`src/rtl/rtc_stat_pkg.sv`:
```
package rtc_stat_pkg;
  localparam int STAT_W  = 8;
  localparam int NFLAG   = 6;
  // flag slot indices inside the sticky vector
  localparam int F_CLK   = 0;
  localparam int F_ALM   = 1;
  localparam int F_PS    = 2;
  localparam int F_FTU   = 3;
  localparam int F_TEST  = 4;
  localparam int F_WDOG  = 5;
  // status byte bit positions
  localparam int B_CLK   = 0;
  localparam int B_ALM   = 1;
  localparam int B_PS    = 2;
  localparam int B_INT   = 3;
  localparam int B_FTU   = 4;
  localparam int B_TEST  = 5;
  localparam int B_WDOG  = 6;
endpackage

```
`src/rtl/stat_flag.sv`:
```
module stat_flag #(
  parameter bit RST_VAL = 1'b0
) (
  input  logic clk,
  input  logic rst_n,
  input  logic set_i,
  input  logic clr_i,
  output logic q_o
);
  always_ff @(posedge clk or negedge rst_n) begin
    if (!rst_n)     q_o <= RST_VAL;
    else if (set_i) q_o <= 1'b1;
    else if (clr_i) q_o <= 1'b0;
  end

  // set beats clear in the same cycle
  p_set_wins_r8: assert property (@(posedge clk) disable iff (!rst_n)
    set_i |=> q_o);
  p_clear_r4: assert property (@(posedge clk) disable iff (!rst_n)
    (!set_i && clr_i) |=> !q_o);
  p_hold_r9: assert property (@(posedge clk) disable iff (!rst_n)
    (!set_i && !clr_i) |=> $stable(q_o));
endmodule

```
`src/rtl/alarm_cmp.sv`:
```
module alarm_cmp #(
  parameter int TW = 8,
  parameter int NF = 3
) (
  input  logic             clk,
  input  logic             rst_n,
  input  logic [NF*TW-1:0] now_i,
  input  logic [NF*TW-1:0] alm_i,
  output logic             hit_o
);
  logic [NF-1:0] fld_eq;
  logic          match, match_q;

  for (genvar g = 0; g < NF; g++) begin : g_fld
    assign fld_eq[g] = (now_i[g*TW +: TW] == alm_i[g*TW +: TW]);
  end

  assign match = &fld_eq;

  always_ff @(posedge clk or negedge rst_n) begin
    if (!rst_n) match_q <= 1'b0;
    else        match_q <= match;
  end

  assign hit_o = match && !match_q;

  p_once_r6: assert property (@(posedge clk) disable iff (!rst_n)
    hit_o |=> !hit_o);
endmodule

```
`src/rtl/rtc_irq_status.sv`:
```
module rtc_irq_status
  import rtc_stat_pkg::*;
#(
  parameter int          TW        = 8,
  parameter int          AW        = 8,
  parameter logic [7:0]  STAT_ADDR = 8'h30
) (
  input  logic          clk,
  input  logic          rst_n,
  input  logic          wdog_evt_i,
  input  logic          test_evt_i,
  input  logic          tick_evt_i,
  input  logic          psense_evt_i,
  input  logic          psense_clr_i,
  input  logic [TW-1:0] now_sec_i,
  input  logic [TW-1:0] now_min_i,
  input  logic [TW-1:0] now_hr_i,
  input  logic [TW-1:0] alm_sec_i,
  input  logic [TW-1:0] alm_min_i,
  input  logic [TW-1:0] alm_hr_i,
  input  logic          rd_en_i,
  input  logic          wr_en_i,
  input  logic [AW-1:0] addr_i,
  output logic [7:0]    rd_data_o,
  output logic [7:0]    status_o,
  output logic          irq_o
);
  localparam logic [AW-1:0] HIT_ADDR = AW'(STAT_ADDR);

  logic             rd_hit, wr_hit, alarm_hit;
  logic [NFLAG-1:0] set_v, clr_v, flag_q;

  assign rd_hit = rd_en_i && (addr_i == HIT_ADDR);
  assign wr_hit = wr_en_i && (addr_i == HIT_ADDR);

  alarm_cmp #(.TW(TW), .NF(3)) u_alarm (
    .clk   (clk),
    .rst_n (rst_n),
    .now_i ({now_hr_i, now_min_i, now_sec_i}),
    .alm_i ({alm_hr_i, alm_min_i, alm_sec_i}),
    .hit_o (alarm_hit)
  );

  always_comb begin
    set_v         = '0;
    set_v[F_CLK]  = tick_evt_i;
    set_v[F_ALM]  = alarm_hit;
    set_v[F_PS]   = psense_evt_i;
    set_v[F_FTU]  = 1'b0;
    set_v[F_TEST] = test_evt_i;
    set_v[F_WDOG] = wdog_evt_i;
    clr_v         = {NFLAG{rd_hit}};
    clr_v[F_PS]   = psense_clr_i;
  end

  for (genvar i = 0; i < NFLAG; i++) begin : g_flag
    stat_flag #(.RST_VAL(i == F_FTU)) u_flag (
      .clk   (clk),
      .rst_n (rst_n),
      .set_i (set_v[i]),
      .clr_i (clr_v[i]),
      .q_o   (flag_q[i])
    );
  end

  assign irq_o = flag_q[F_PS] | flag_q[F_ALM] | flag_q[F_CLK];

  always_comb begin
    status_o         = '0;
    status_o[B_CLK]  = flag_q[F_CLK];
    status_o[B_ALM]  = flag_q[F_ALM];
    status_o[B_PS]   = flag_q[F_PS];
    status_o[B_INT]  = irq_o;
    status_o[B_FTU]  = flag_q[F_FTU];
    status_o[B_TEST] = flag_q[F_TEST];
    status_o[B_WDOG] = flag_q[F_WDOG];
  end

  always_ff @(posedge clk or negedge rst_n) begin
    if (!rst_n)      rd_data_o <= '0;
    else if (rd_hit) rd_data_o <= status_o;
  end

  p_capture_r4: assert property (@(posedge clk) disable iff (!rst_n)
    rd_hit |=> rd_data_o == $past(status_o));
  p_miss_r2: assert property (@(posedge clk) disable iff (!rst_n)
    !rd_hit |=> $stable(rd_data_o));
  p_ps_keep_r5: assert property (@(posedge clk) disable iff (!rst_n)
    (status_o[B_PS] && !psense_clr_i) |=> status_o[B_PS]);
  p_alarm_clr_r6: assert property (@(posedge clk) disable iff (!rst_n)
    (rd_hit && !alarm_hit) |=> !status_o[B_ALM]);
  p_wr_ignored_r9: assert property (@(posedge clk) disable iff (!rst_n)
    (wr_hit && !rd_hit && !psense_clr_i && set_v == '0) |=> status_o == $past(status_o));
endmodule

```
`config.mk`:
```
export PLATFORM = sky130hd
export DESIGN_NAME = rtc_irq_status
export DESIGN_NICKNAME = d
export VERILOG_FILES = /design/src/rtl/rtc_stat_pkg.sv /design/src/rtl/stat_flag.sv /design/src/rtl/alarm_cmp.sv /design/src/rtl/rtc_irq_status.sv
export SDC_FILE = /design/constraint.sdc
export NUM_CORES = 1
export LEC_CHECK = 0
export BUFFER_PORTS_ARGS = -buffer_cell sky130_fd_sc_hd__clkbuf_2
export CAP_MARGIN = 20
export CORE_UTILIZATION = 38
export DETAILED_ROUTE_END_ITERATION = 12
export GPL_ROUTABILITY_DRIVEN = 0
export PLACE_DENSITY = 0.85
export SYNTH_ARGS = -nofsm -noshare
export SYNTH_HDL_FRONTEND = slang
export SYNTH_HIERARCHICAL = 1
export SYNTH_SLANG_ARGS = --single-unit
```
`constraint.sdc`:
```
create_clock -name clk -period 1.67 [get_ports clk]
set_input_delay 0.0835 -clock clk [delete_from_list [all_inputs] [get_ports clk]]
set_output_delay 0.0835 -clock clk [all_outputs]
set_load 0.02 [all_outputs]
```
Yosys cells after proc, flatten, opt, wreduce, memory -nomap -nowiden
Cells that the tools add are included.
{ "classes": {"n_eq_ne": 4, "mux": 7, "n_bitwise": 2, "n_reduce_logical": 9} }
{ "op_table": {"columns": ["operator", "count"], "rows": [
  ["equality test 8 bit", 3],
  ["nonzero test 2 bit", 5],
  ["equality test 8 x 6 -> 1 bit, second input constant", 1],
  ["2-to-1 mux 1 bit", 7],
  ["AND reduction 3 bit", 1],
  ["logical AND 1 bit", 2],
  ["OR 1 bit", 2],
  ["logical NOT 1 bit", 1]
]} }
{ "word_totals": {"reg_bits": 14, "inputBits": 65, "output_inout_bits": 17, "wordCells": 30} }

Longest topological paths before layout
Gate-level depths: netlist of the first run.
{ "depth": {"ltp_word": 4, "ltp_mapped": 5, "depth_no_buf": 5} }

By module
The synthesis of the first run kept the hierarchy.
{ "by_module_without_submodules": {"columns": ["mod", "instances", "cells_each", "area_per_inst_um2", "seq_area_each_um2"], "rows": [
  ["rtc_irq_status", 1, 24, 331.6, 175.2],
  ["alarm_cmp", 1, 35, 296.5, 25.0],
  ["stat_flag at g_flag[0].u_flag ...", 5, 3, 36.3, 25.0],
  ["stat_flag at g_flag[3].u_flag", 1, 3, 37.5, 26.3]
]} }

Worst setup path before layout of the first run
Ideal clock, no wire load.
{ "synth_timing": {"kind": "flip-flop to flip-flop", "startpoint": "register g_flag[1].u_flag.q_o", "endpoint": "register rd_data_o[3]", "setup_ns": 0.125, "arrival_time_ns": 1.257, "required_time_ns": 1.545, "setup_slack_ns": 0.288, "path_stages_with_launch": 3, "path_buffers": 0, "period_less_slack_ns": 1.382, "cell_sequence": "dfrtp_1 or3_1 mux2_2"} }
{ "synth_between": {"elab_chain_len": 2} }
{ "synth_rtl": {"columns": ["element", "line_no", "text"], "rows": [
  ["start, declared", "stat_flag.sv:8", "output logic q_o"],
  ["start signal, assigned", "stat_flag.sv:11", "if (!rst_n) q_o <= RST_VAL;"],
  ["start signal, assigned", "stat_flag.sv:12", "else if (set_i) q_o <= 1'b1;"],
  ["start signal, assigned", "stat_flag.sv:13", "else if (clr_i) q_o <= 1'b0;"],
  ["OR 1 bit (2 in series)", "rtc_irq_status.sv:66", "assign irq_o = flag_q[F_PS] | flag_q[F_ALM] | flag_q[F_CLK];"],
  ["net irq_o", "rtc_irq_status.sv:26", "output logic irq_o"],
  ["end signal, assigned", "rtc_irq_status.sv:81", "else if (rd_hit) rd_data_o <= status_o;"],
  ["end, declared", "rtc_irq_status.sv:24", "output logic [7:0] rd_data_o,"]
]} }
The timed path passes the listed nets, and every way through them passes these cells.
A chain may end at the register's enable or synchronous reset.

Worst setup path after layout of the first run
{ "layout_timing": {"startpoint": "register g_flag[1].u_flag.q_o", "endpoint": "output status_o[3]"} }
{ "layout_between": {"elab_chain_len": 2} }
{ "layout_rtl": {"columns": ["element", "line_no", "text"], "rows": [
  ["OR 1 bit (2 in series)", "rtc_irq_status.sv:66", null],
  ["end, declared", "rtc_irq_status.sv:25", "output logic [7:0] status_o,"]
]} }
Every way passes these cells.

==> results of run 1 <==
==> layout make-up <==
type	instances	area, sq um	share of cell area (%)
clock buffer	4	36.3	2.70
tap	27	33.8	2.52
sequential	14	352	26.2
multi-input combinational	55	454	33.8
inverter	7	26.3	1.96
timing repair buffer	83	440	32.8
==> sequential cells by signal, indices dropped and copies added (netlist names) <==
| name | cells |
|---|---|
| rd_data_o | 7 |
| u_alarm/match_q | 1 |
| g_flag.u_flag/q_o | 6 |
==> worst paths after layout <==
check,start,to,slack [ns]
worst min register to register,g_flag[4].u_flag/q_o$_DFFE_PN0P_,g_flag[4].u_flag/q_o$_DFFE_PN0P_,0.50
worst max register to register,g_flag[1].u_flag/q_o$_DFFE_PN0P_,rd_data_o[3]$_DFFE_PN0P_,0.42
max in group asynchronous,rst_n,g_flag[3].u_flag/q_o$_DFFE_PN1P_,1.13
min in group asynchronous,rst_n,rd_data_o[0]$_DFFE_PN0P_,0.25
worst min-delay path,psense_clr_i,g_flag[2].u_flag/q_o$_DFFE_PN0P_,0.06
worst max-delay path,g_flag[1].u_flag/q_o$_DFFE_PN0P_,status_o[3],0.29
==> layout by cell type, fill, tap and decap left out, types with 3 or more instances in the layout <==
| cell type | instances |
|---|---|
| sky130_fd_sc_hd__a21o_1 | 6 |
| sky130_fd_sc_hd__clkbuf_2 | 78 |
| sky130_fd_sc_hd__clkbuf_4 | 3 |
| sky130_fd_sc_hd__conb_1 | 3 |
| sky130_fd_sc_hd__dfrtp_1 | 13 |
| sky130_fd_sc_hd__dlygate4sd3_1 | 5 |
| sky130_fd_sc_hd__inv_1 | 7 |
| sky130_fd_sc_hd__mux2_2 | 7 |
| sky130_fd_sc_hd__nor2_1 | 3 |
| sky130_fd_sc_hd__nor4_1 | 6 |
| sky130_fd_sc_hd__xor2_1 | 24 |
==> per-stage QoR <==
stage          hold WS (ns)  total power, W  utilization [%]  cells  setup WS [ns]
6_report             0.0551        0.000785             66.4    190          0.286
5_1_grt              0.0577        0.000834             66.4    190          0.224
4_1_cts              0.0428        0.000802             66.4    190          0.273
3_5_place_dp       -0.00288        0.000552             62.1    181          0.428
3_3_place_gp       -0.00717        0.000543             62.1    181          0.490
2_1_floorplan        -0.212        0.000446                -     79          0.288
==> logic make-up after synthesis <==
group	count (synthesis)	share of synthesized area [%]
XOR/XNOR	24	24.8
AND/OR/NAND/NOR	15	12.9
flip-flops	14	41.5
buffers and inverters	10	5.76
multiplexers	7	9.31
AO/OA/AOI/OAI	6	5.32
other	1	0.443
==> critical path: stages, from the launching register on <==
cell and delay (ns):
sky130_fd_sc_hd__dfrtp_1 0.43, sky130_fd_sc_hd__or3_1 0.43, sky130_fd_sc_hd__clkbuf_2 0.18
==> where the power goes <==
part           leakage (nW)  internal (W)  total (W)  switching, W
combinational         0.562      0.000105   0.000194     0.0000882
clock                0.0210      0.000132   0.000232     0.0000996
sequential            0.171      0.000352   0.000359    0.00000715
total                 0.754      0.000590   0.000785      0.000195
==> layer usage <==
layer  wire length, um  GRT usage (%)
met3               220           4.67
met2              1050           35.4
met5                 0              0
met4                 4           7.35
met1               675           16.5
==> flow_metrics.py, run 1 <==
metrics = {
    "detailed_routing": {
        "final_antenna_net_count": 0,
        "drt_pre_antenna_iters": 2,
        "route.vias.total": 861,
        "post_drt_via_cell_ratio": 4.53,
        "detail_route.iter0.violations": 2,
        "avgRoutedWirePerCell_um": 10.3,
        "detail_route.drc_violations": 0,
        "postRouteWirelength_mm": 1.95,
    },
    "sta": {
        "finalCritPeriodShare_pct": 82.9,
        "rsz_0062_raised_after_global_routing": "false",
        "totalNegativeSetupSlack_ns": 0,
        "timing.final.setup_violations": 0,
        "finalHoldViolCount": 0,
        "max_freq_mhz": 723,
        "final.setup_skew_ns": 0.000620,
        "timing.final.crit_period_ns": 1.38,
        "finalMaxSlewViolations": 0,
    },
    "critical_path": {
        "critPathLaunchType": "flip-flop",
        "critPathMaxFanout": 4,
        "critical_path_class": "reg -> out",
        "worstPathRequired_ns": 1.59,
        "reg2regPathDepth": 2,
        "worstPathArrival_ns": 1.30,
        "worstSetupEndpointType": "output pin",
    },
    "clock_tree": {
        "cts_root_buffer": "sky130_fd_sc_hd__clkbuf_4",
        "post-cts-setup-buffer-count": 0,
        "cts_sinks": 14,
        "cts_clock_pin_slew_for_the_worst_setup_and_hold_paths_ns": 0.08,
        "cts_max_path_buffers": 2,
        "cts-resized-gates": 0,
        "worst_skew_pair.late_latency_ns": 0.27,
        "tritoncts": "built",
        "clock_tree.htree_level_count": 1,
        "cts_hold_repair.buffers": 5,
        "cts_buffers": 3,
    },
    "final_layout": {
        "syn_to_final_growth_pct": 58.5,
        "final_design_area_no_fill_sq_mm": 0.00134,
        "nNetsFinal": 229,
        "num-fill-cells": 170,
        "antenna_cells": 0,
        "post_route_cells_drive_above_1_share_pct": 56.4,
    },
    "global_routing": {
        "antenna_found_initial": 0,
        "first_global_vias": 857,
        "grt_max_degree": 15,
        "globalRoute.totalOverflow": 0,
        "grt_first_pass_wirelength_mm": 3.28,
        "grtUsageTotal_pct": 17.8,
    },
    "logic_synthesis": {
        "post_synthesis_cells": 77,
        "synth_largest_type_area_fraction_pct": 38.4,
        "post_synth_main_area_contributors": "sky130_fd_sc_hd__dfrtp_1 38%, sky130_fd_sc_hd__xor2_1 25%, sky130_fd_sc_hd__mux2_2 9.3%",
        "synth_enable_flop_cells": 0,
        "synth-seq-cells": 14,
        "commonest_cells_in_the_netlist": "24 x sky130_fd_sc_hd__xor2_1, 13 x sky130_fd_sc_hd__dfrtp_1, 7 x sky130_fd_sc_hd__inv_1, 7 x sky130_fd_sc_hd__mux2_2",
        "synth-async-reset-ratio_pct": 100,
        "postSynthAreaPerCell_sq_um": 11.0,
        "synth-main-ff-cell": "sky130_fd_sc_hd__dfrtp_1",
        "yosys_warnings": 6,
        "mappedNetlistArea_sq_um": 847,
        "netlist-cell-type-count": 16,
        "post-synth-top-count-cell": "sky130_fd_sc_hd__xor2_1",
        "synth_area_leader_cell": "sky130_fd_sc_hd__dfrtp_1",
        "synth-seq-area-share_pct": 41.5,
    },
    "floorplan": {
        "floorplan.die_area_sq_mm": 0.00242,
        "placeableCoreArea_sq_mm": 0.00202,
        "boundaryPins": 82,
        "initial_utilization_pct": 41.9,
        "die_height_um": 49.2,
        "std_cell_rows": 16,
        "die_w_um": 49.2,
    },
    "power_and_ir_drop": {
        "pd_cells_mw_per_mm2": 584,
        "peakVddDrop_uv": 301,
        "static-leakage-power_nw": 0.754,
    },
    "placed_design": {
        "place_hpwl_mm": 1.74,
        "postPlaceCellArea_sq_mm": 0.00126,
        "place.port_buffers": 78,
    },
    "run": {
        "timing.max_cap.violations": 0,
    },
    "min_path": {
        "whs_path_depth": 3,
        "hold_class": "in -> reg",
    },
    "status": {
        "result_of_the_run": "finished, final reports clean",
    },
}
(Power assumes the default switching activity.)
==> inputs of run 2 (changes only) <==
--- a/config.mk
+++ b/config.mk
@@ -7,10 +7,10 @@
 export LEC_CHECK = 0
 export BUFFER_PORTS_ARGS = -buffer_cell sky130_fd_sc_hd__clkbuf_2
 export CAP_MARGIN = 20
-export CORE_UTILIZATION = 38
+export CORE_UTILIZATION = 32
 export DETAILED_ROUTE_END_ITERATION = 12
 export GPL_ROUTABILITY_DRIVEN = 0
-export PLACE_DENSITY = 0.85
+export PLACE_DENSITY = 0.76
 export SYNTH_ARGS = -nofsm -noshare
 export SYNTH_HDL_FRONTEND = slang
 export SYNTH_HIERARCHICAL = 1
==> constraint.sdc (replaced) <==
create_clock -name clk -period 1.2 [get_ports clk]
set_input_delay 0.06 -clock clk [delete_from_list [all_inputs] [get_ports clk]]
set_output_delay 0.06 -clock clk [all_outputs]
set_load 0.02 [all_outputs]
==> run 2 against run 1 <==
- critical endpoint is now irq_o
- critical path type unchanged
- clock-buffer cell count stayed put
- the run now ends with setup timing left
- worst hold slack worse by 0.00070 ns
- sequential power is 39% higher
- non-clock buffer count is 2 higher
- power is 32% higher
- register-to-register slack worse by 0.40 ns
- critical path depth stayed put
- cell count is 2.6% higher
- highest routed layer is now met3
==> flow_metrics.py, run 2 (synthesized netlist as in run 1, its figures left out) <==
metrics = {
    "min_path": {
        "hold_class": "in -> reg",
        "min-delay-start": "psense_clr_i",
    },
    "power_and_ir_drop": {
        "switching_share_pct": 25.9,
        "static-leakage-power_nw": 0.762,
        "pd_cells_mw_per_mm2": 756,
        "peakVddDrop_uv": 513,
        "p_seq_share_pct": 48.2,
        "power.internal_w": 0.000768,
        "power.combinational.fraction_pct": 26.4,
        "clock_power_share_pct": 25.5,
        "total_switching_power_w": 0.000269,
    },
    "critical_path": {
        "worstPathArrival_ns": 1.22,
        "critical_path_class": "reg -> out",
        "critPathLaunchType": "flip-flop",
        "reg2regPathDepth": 2,
        "worstSetupEndpointType": "output pin",
        "rr_endpoint": "rd_data_o[3]$_DFFE_PN0P_",
        "worst-r2r-setup-slack_ns": 0.02,
        "worstPathRequired_ns": 1.14,
        "critPathCapture": "irq_o",
        "reg2reg_from": "g_flag[1].u_flag/q_o$_DFFE_PN0P_",
        "timing.critical_path.from": "g_flag[1].u_flag/q_o$_DFFE_PN0P_",
        "critPathMaxFanout": 3,
    },
    "final_layout": {
        "antenna_cells": 0,
        "utilization_of_the_core_after_routing_pct": 54.9,
        "mostFrequentLayoutCell": "sky130_fd_sc_hd__clkbuf_2",
        "biggestRegsByFlops": "rd_data_o x7, g_flag.u_flag/q_o x6, u_alarm/match_q x1",
        "nNetsFinal": 231,
        "final_design_area_no_fill_sq_mm": 0.00137,
        "syn_to_final_growth_pct": 61.9,
        "largest-register": "rd_data_o",
        "final_cells": 195,
        "post_route_cells_drive_above_1_share_pct": 58.2,
        "layout_common_cells": "76 x sky130_fd_sc_hd__clkbuf_2, 24 x sky130_fd_sc_hd__xor2_1, 11 x sky130_fd_sc_hd__dfrtp_1",
        "number_of_flip_flops_under_the_largest_register_name": 7,
        "num-fill-cells": 221,
    },
    "global_routing": {
        "antenna_found_initial": 0,
        "grtUsageTotal_pct": 14.2,
        "globalRoute.totalOverflow": 0,
        "grt_max_degree": 15,
        "grt_first_pass_wirelength_mm": 2.94,
        "first_global_vias": 803,
    },
    "detailed_routing": {
        "detail_route.iter0.violations": 0,
        "final_antenna_net_count": 0,
        "route.vias.total": 866,
        "post_drt_via_cell_ratio": 4.44,
        "detail_route.drc_violations": 0,
        "postRouteWirelength_mm": 2.02,
        "drt_pre_antenna_iters": 1,
        "avgRoutedWirePerCell_um": 10.4,
    },
    "status": {
        "violations": "setup timing",
        "result_of_the_run": "finished, violations left",
    },
    "clock_tree": {
        "tritoncts": "built",
        "cts_max_path_buffers": 2,
        "cts_clock_pin_slew_for_the_worst_setup_and_hold_paths_ns": 0.08,
        "cts_sinks": 14,
        "cts_buffers": 3,
        "cts_root_buffer": "sky130_fd_sc_hd__clkbuf_4",
        "post-cts-setup-buffer-count": 0,
        "clock_tree.htree_level_count": 1,
        "worst_skew_pair.late_latency_ns": 0.27,
    },
    "sta": {
        "finalMaxSlewViolations": 0,
        "timing.final.setup_violations": 2,
        "final.setup_skew_ns": 0.00113,
        "max_freq_mhz": 783,
        "finalHoldViolCount": 0,
        "totalNegativeSetupSlack_ns": -0.154,
        "rsz_0062_raised_after_global_routing": "true",
        "worst_slack_ns": -0.0774,
        "final.hold.worst_slack_ns": 0.0544,
        "finalCritPeriodShare_pct": 106,
        "timing.final.crit_period_ns": 1.28,
    },
    "floorplan": {
        "initial_utilization_pct": 33.9,
        "std_cell_rows": 18,
        "floorplan.die_area_sq_mm": 0.00286,
        "die_w_um": 53.5,
        "boundaryPins": 82,
        "placeableCoreArea_sq_mm": 0.00250,
        "die_height_um": 53.5,
    },
    "placed_design": {
        "place_hpwl_mm": 1.81,
        "placed_cells_incl_taps": 186,
        "place.port_buffers": 78,
        "postPlaceCellArea_sq_mm": 0.00128,
    },
    "run": {
        "timing.max_cap.violations": 0,
    },
}
[run 2: area by class of cell]
cell class	instances	area [sq um]	share of cell area, %
inverter	7	26.3	1.92
clock buffer	4	26.3	1.92
multi-input combinational	55	459	33.5
sequential	14	354	25.8
timing repair buffer	85	468	34.1
tap	30	37.5	2.74
[run 2: worst min-delay path by stage]
stage	endpoint	cells past startpoint
after floorplan	g_flag[0].u_flag/q_o$_DFFE_PN0P_	0
after global placement	rd_data_o[3]$_DFFE_PN0P_	1
after detailed placement	rd_data_o[3]$_DFFE_PN0P_	1
after CTS	g_flag[2].u_flag/q_o$_DFFE_PN0P_	3
after global routing	g_flag[2].u_flag/q_o$_DFFE_PN0P_	3
final	g_flag[2].u_flag/q_o$_DFFE_PN0P_	3
[run 2: per-stage QoR]
step                      total power (W)  worst slack (ns)
after floorplan                  0.000621           -0.0756
after global placement           0.000760            0.0494
after detailed placement         0.000773            0.0123
after CTS                         0.00105           -0.0998
after global routing              0.00110            -0.120
final                             0.00104           -0.0774
[run 2: per-layer routing]
layer | share of wire, % | GRT usage, % | vias to the layer above
met1 | 34 | 12.6 | 372
met4 | 0 | 3.95 | 0
met5 | 0 | 0 | -
li1 | - | - | 429
met2 | 55 | 30.4 | 65
met3 | 11 | 3.16 | 0
[run 2: worst max-delay path, cell delays in order (launching register included)]
cell	delay, ns
sky130_fd_sc_hd__dfrtp_2	0.40
sky130_fd_sc_hd__or3_4	0.40
sky130_fd_sc_hd__buf_6	0.14
[run 2: power by group through the flow]
stage | clock network, W | logic [W] | registers, W
after floorplan | 0 | 0.0000896 | 0.000531
after global placement | 0 | 0.000253 | 0.000507
after detailed placement | 0 | 0.000264 | 0.000509
after CTS | 0.000275 | 0.000277 | 0.000500
after global routing | 0.000297 | 0.000302 | 0.000502
final | 0.000264 | 0.000273 | 0.000500
[run 2: repair_timing]
item	4_1_cts	5_1_grt
hold buffers	5	0
resized for setup	0	6
setup endpoints to repair	2	2
cloned	0	0
hold endpoints to repair	18	0
==> inputs of run 3 (changes only) <==
--- a/config.mk
+++ b/config.mk
@@ -5,12 +5,13 @@
 export SDC_FILE = /design/constraint.sdc
 export NUM_CORES = 1
 export LEC_CHECK = 0
+export ABC_AREA = 1
 export BUFFER_PORTS_ARGS = -buffer_cell sky130_fd_sc_hd__clkbuf_2
 export CAP_MARGIN = 20
-export CORE_UTILIZATION = 32
+export CORE_UTILIZATION = 37
 export DETAILED_ROUTE_END_ITERATION = 12
 export GPL_ROUTABILITY_DRIVEN = 0
-export PLACE_DENSITY = 0.76
+export PLACE_DENSITY = 0.77
 export SYNTH_ARGS = -nofsm -noshare
 export SYNTH_HDL_FRONTEND = slang
 export SYNTH_HIERARCHICAL = 1
==> run 3 against run 2 <==
- the run now ends clean
- largest power group unchanged
- clock-buffer cell count did not move
- flip-flop and latch count did not move
- core utilization rose by 0.84 points
- die area rose by 20%
- clock skew rose by 0.0039 ns
- cell count rose by 74%
- global-route usage rose by 1.9 points
- critical path depth rose by 1
- fmax rose by 15%
- worst setup slack improved by 0.16 ns
- first-iteration DRC count rose by 25
- non-clock buffer count fell by 2
- critical path type unchanged
==> flow_metrics.py, run 3 <==
metrics = {
    "status": {
        "result_of_the_run": "finished, final reports clean",
    },
    "clock_tree": {
        "worst_skew_pair.late_latency_ns": 0.27,
        "cts_hold_repair.buffers": 5,
        "cts_buffers": 3,
        "cts_sinks": 14,
        "clock_tree.htree_level_count": 1,
        "cts_clock_pin_slew_for_the_worst_setup_and_hold_paths_ns": 0.08,
        "cts_max_path_buffers": 2,
        "cts_root_buffer": "sky130_fd_sc_hd__clkbuf_4",
        "post-cts-setup-buffer-count": 0,
        "cts-resized-gates": 0,
        "tritoncts": "built",
    },
    "critical_path": {
        "worstPathArrival_ns": 1.05,
        "worstPathRequired_ns": 1.14,
        "critical_path_class": "reg -> out",
        "critPathLaunchType": "flip-flop",
        "critPathMaxFanout": 4,
        "worstSetupEndpointType": "output pin",
    },
    "logic_synthesis": {
        "postSynthAreaPerCell_sq_um": 5.66,
        "netlist-cell-type-count": 16,
        "yosys_warnings": 6,
        "synth-main-ff-cell": "sky130_fd_sc_hd__dfrtp_1",
        "post-synth-top-count-cell": "sky130_fd_sc_hd__nand2_1",
        "commonest_cells_in_the_netlist": "83 x sky130_fd_sc_hd__nand2_1, 52 x sky130_fd_sc_hd__inv_1, 35 x sky130_fd_sc_hd__nor2_1",
        "synth_largest_type_area_fraction_pct": 27.5,
        "synth_enable_flop_cells": 0,
        "post_synth_main_area_contributors": "sky130_fd_sc_hd__dfrtp_1 27%, sky130_fd_sc_hd__nand2_1 26%, sky130_fd_sc_hd__inv_1 16%",
        "synth-seq-cells": 14,
        "mappedNetlistArea_sq_mm": 0.00118,
        "post_synthesis_cells": 209,
        "synth-async-reset-ratio_pct": 100,
        "synth-seq-area-share_pct": 29.7,
        "synth_area_leader_cell": "sky130_fd_sc_hd__dfrtp_1",
    },
    "floorplan": {
        "floorplan.die_area_sq_mm": 0.00343,
        "initial_utilization_pct": 38.8,
        "die_height_um": 58.6,
        "std_cell_rows": 20,
        "boundaryPins": 82,
        "placeableCoreArea_sq_mm": 0.00305,
        "die_w_um": 58.6,
    },
    "global_routing": {
        "grt_first_pass_wirelength_mm": 4.40,
        "grt_max_degree": 15,
        "first_global_vias": 1198,
        "grtUsageTotal_pct": 16.1,
        "antenna_found_initial": 0,
        "globalRoute.totalOverflow": 0,
    },
    "placed_design": {
        "dpl_worst_slack_ns": 0.205,
        "placed_cells_incl_taps": 330,
        "place_hpwl_mm": 2.15,
        "place.port_buffers": 78,
    },
    "sta": {
        "totalNegativeSetupSlack_ns": 0,
        "finalCritPeriodShare_pct": 92.9,
        "timing.final.setup_violations": 0,
        "final.hold.worst_slack_ns": 0.0191,
        "max_freq_mhz": 897,
        "finalMaxSlewViolations": 0,
        "worst_slack_ns": 0.0852,
        "finalHoldViolCount": 0,
        "rsz_0062_raised_after_global_routing": "false",
        "timing.final.crit_period_ns": 1.11,
        "final.setup_skew_ns": 0.00507,
    },
    "final_layout": {
        "post_route_cells_drive_above_1_share_pct": 31.9,
        "largest-register": "rd_data_o",
        "number_of_flip_flops_under_the_largest_register_name": 7,
        "final_cells": 339,
        "num-fill-cells": 325,
        "antenna_cells": 0,
        "syn_to_final_growth_pct": 43.7,
        "mostFrequentLayoutCell": "sky130_fd_sc_hd__nand2_1",
        "biggestRegsByFlops": "rd_data_o x7, g_flag.u_flag/q_o x6, u_alarm/match_q x1",
        "layout_common_cells": "83 x sky130_fd_sc_hd__nand2_1, 78 x sky130_fd_sc_hd__clkbuf_2, 52 x sky130_fd_sc_hd__inv_1",
        "nNetsFinal": 361,
    },
    "power_and_ir_drop": {
        "pd_cells_mw_per_mm2": 689,
        "peakVddDrop_uv": 273,
        "static-leakage-power_nw": 1.22,
    },
    "run": {
        "timing.max_cap.violations": 0,
    },
    "detailed_routing": {
        "post_drt_via_cell_ratio": 3.99,
        "detail_route.iter0.violations": 25,
        "m1WireLength_mm": 1.06,
        "avgRoutedWirePerCell_um": 7.27,
        "dr_wl_met2_mm": 1.27,
        "detail_route.drc_violations": 0,
        "met3WireLength_um": 136,
        "postRouteWirelength_mm": 2.46,
        "drt_pre_antenna_iters": 4,
        "routed.top_layer": "met3",
        "route.vias.total": 1354,
        "final_antenna_net_count": 0,
    },
    "min_path": {
        "hold_class": "in -> reg",
    },
}
-- run 3: changes by cell type in the layout (fill, tap and decap cells not counted), moves of 6 or more --
cell                      change
sky130_fd_sc_hd__nand2_1     +82
sky130_fd_sc_hd__xor2_1      -22
sky130_fd_sc_hd__inv_1       +45
sky130_fd_sc_hd__nor2_1      +32
sky130_fd_sc_hd__nor4_1       -6
sky130_fd_sc_hd__a21o_1       -6
sky130_fd_sc_hd__mux2_2       -7
sky130_fd_sc_hd__nand3_1      +8
-- run 3: final timing paths --
| kind | start | endpoint | slack [ns] | depth (start not counted) |
|---|---|---|---|---|
| max in group asynchronous | rst_n | g_flag[3].u_flag/q_o$_DFFE_PN1P_ | 0.68 | 2 |
| max | g_flag[1].u_flag/q_o$_DFFE_PN0P_ | irq_o | 0.09 | 3 |
| min | psense_clr_i | g_flag[2].u_flag/q_o$_DFFE_PN0P_ | 0.02 | 4 |
| max reg2reg | g_flag[1].u_flag/q_o$_DFFE_PN0P_ | rd_data_o[3]$_DFFE_PN0P_ | 0.33 | 4 |
| min reg2reg | rd_data_o[2]$_DFFE_PN0P_ | rd_data_o[2]$_DFFE_PN0P_ | 0.48 | 2 |
| min in group asynchronous | rst_n | rd_data_o[4]$_DFFE_PN0P_ | 0.21 | 2 |
-- run 3: per-stage QoR --
stage / util, % / total power, W / area, sq um
2_1_floorplan: - / 0.000682 / 1190
3_3_place_gp: 52.9 / 0.000833 / 1610
3_5_place_dp: 52.9 / 0.000844 / 1610
4_1_cts: 55.7 / 0.00119 / 1700
5_1_grt: 55.7 / 0.00126 / 1700
6_report: 55.7 / 0.00117 / 1700
-- run 3: cells by family after synthesis --
family                    count (synthesis)  synth area share, %
xor gates and xnor gates                  2                 1.48
buffers and inverters                    58                 19.3
DFF                                      14                 29.7
other                                     1                0.317
and+or+nand+nor                         134                 49.2
-- run 3: per-layer routing --
layer / vias to the layer above / GRT usage, %
met5: - / 0
met4: 0 / 6.80
met3: 0 / 1.98
met2: 41 / 30.7
met1: 561 / 17.9
li1: 752 / -
-- run 3: layout make-up --
class / instances / area, sq um / share of cell area (%)
repair buffers: 83 / 440 / 25.9
multi-input cells: 139 / 611 / 35.9
well taps: 44 / 55.1 / 3.24
clock buffers: 4 / 36.3 / 2.13
inverters: 55 / 206 / 12.1
flip-flops and latches: 14 / 352 / 20.7
-- run 3: critical path, stage by stage, from the launching register on --
cell and delay (ns):
sky130_fd_sc_hd__dfrtp_1 0.42, sky130_fd_sc_hd__nor2_1 0.12, sky130_fd_sc_hd__nand2_1 0.09, sky130_fd_sc_hd__clkbuf_2 0.16
-- run 3: power by group --
group / internal (W) / switching (W)
Combinational: 0.000160 / 0.000184
Clock: 0.000184 / 0.000144
Sequential: 0.000489 / 0.0000104
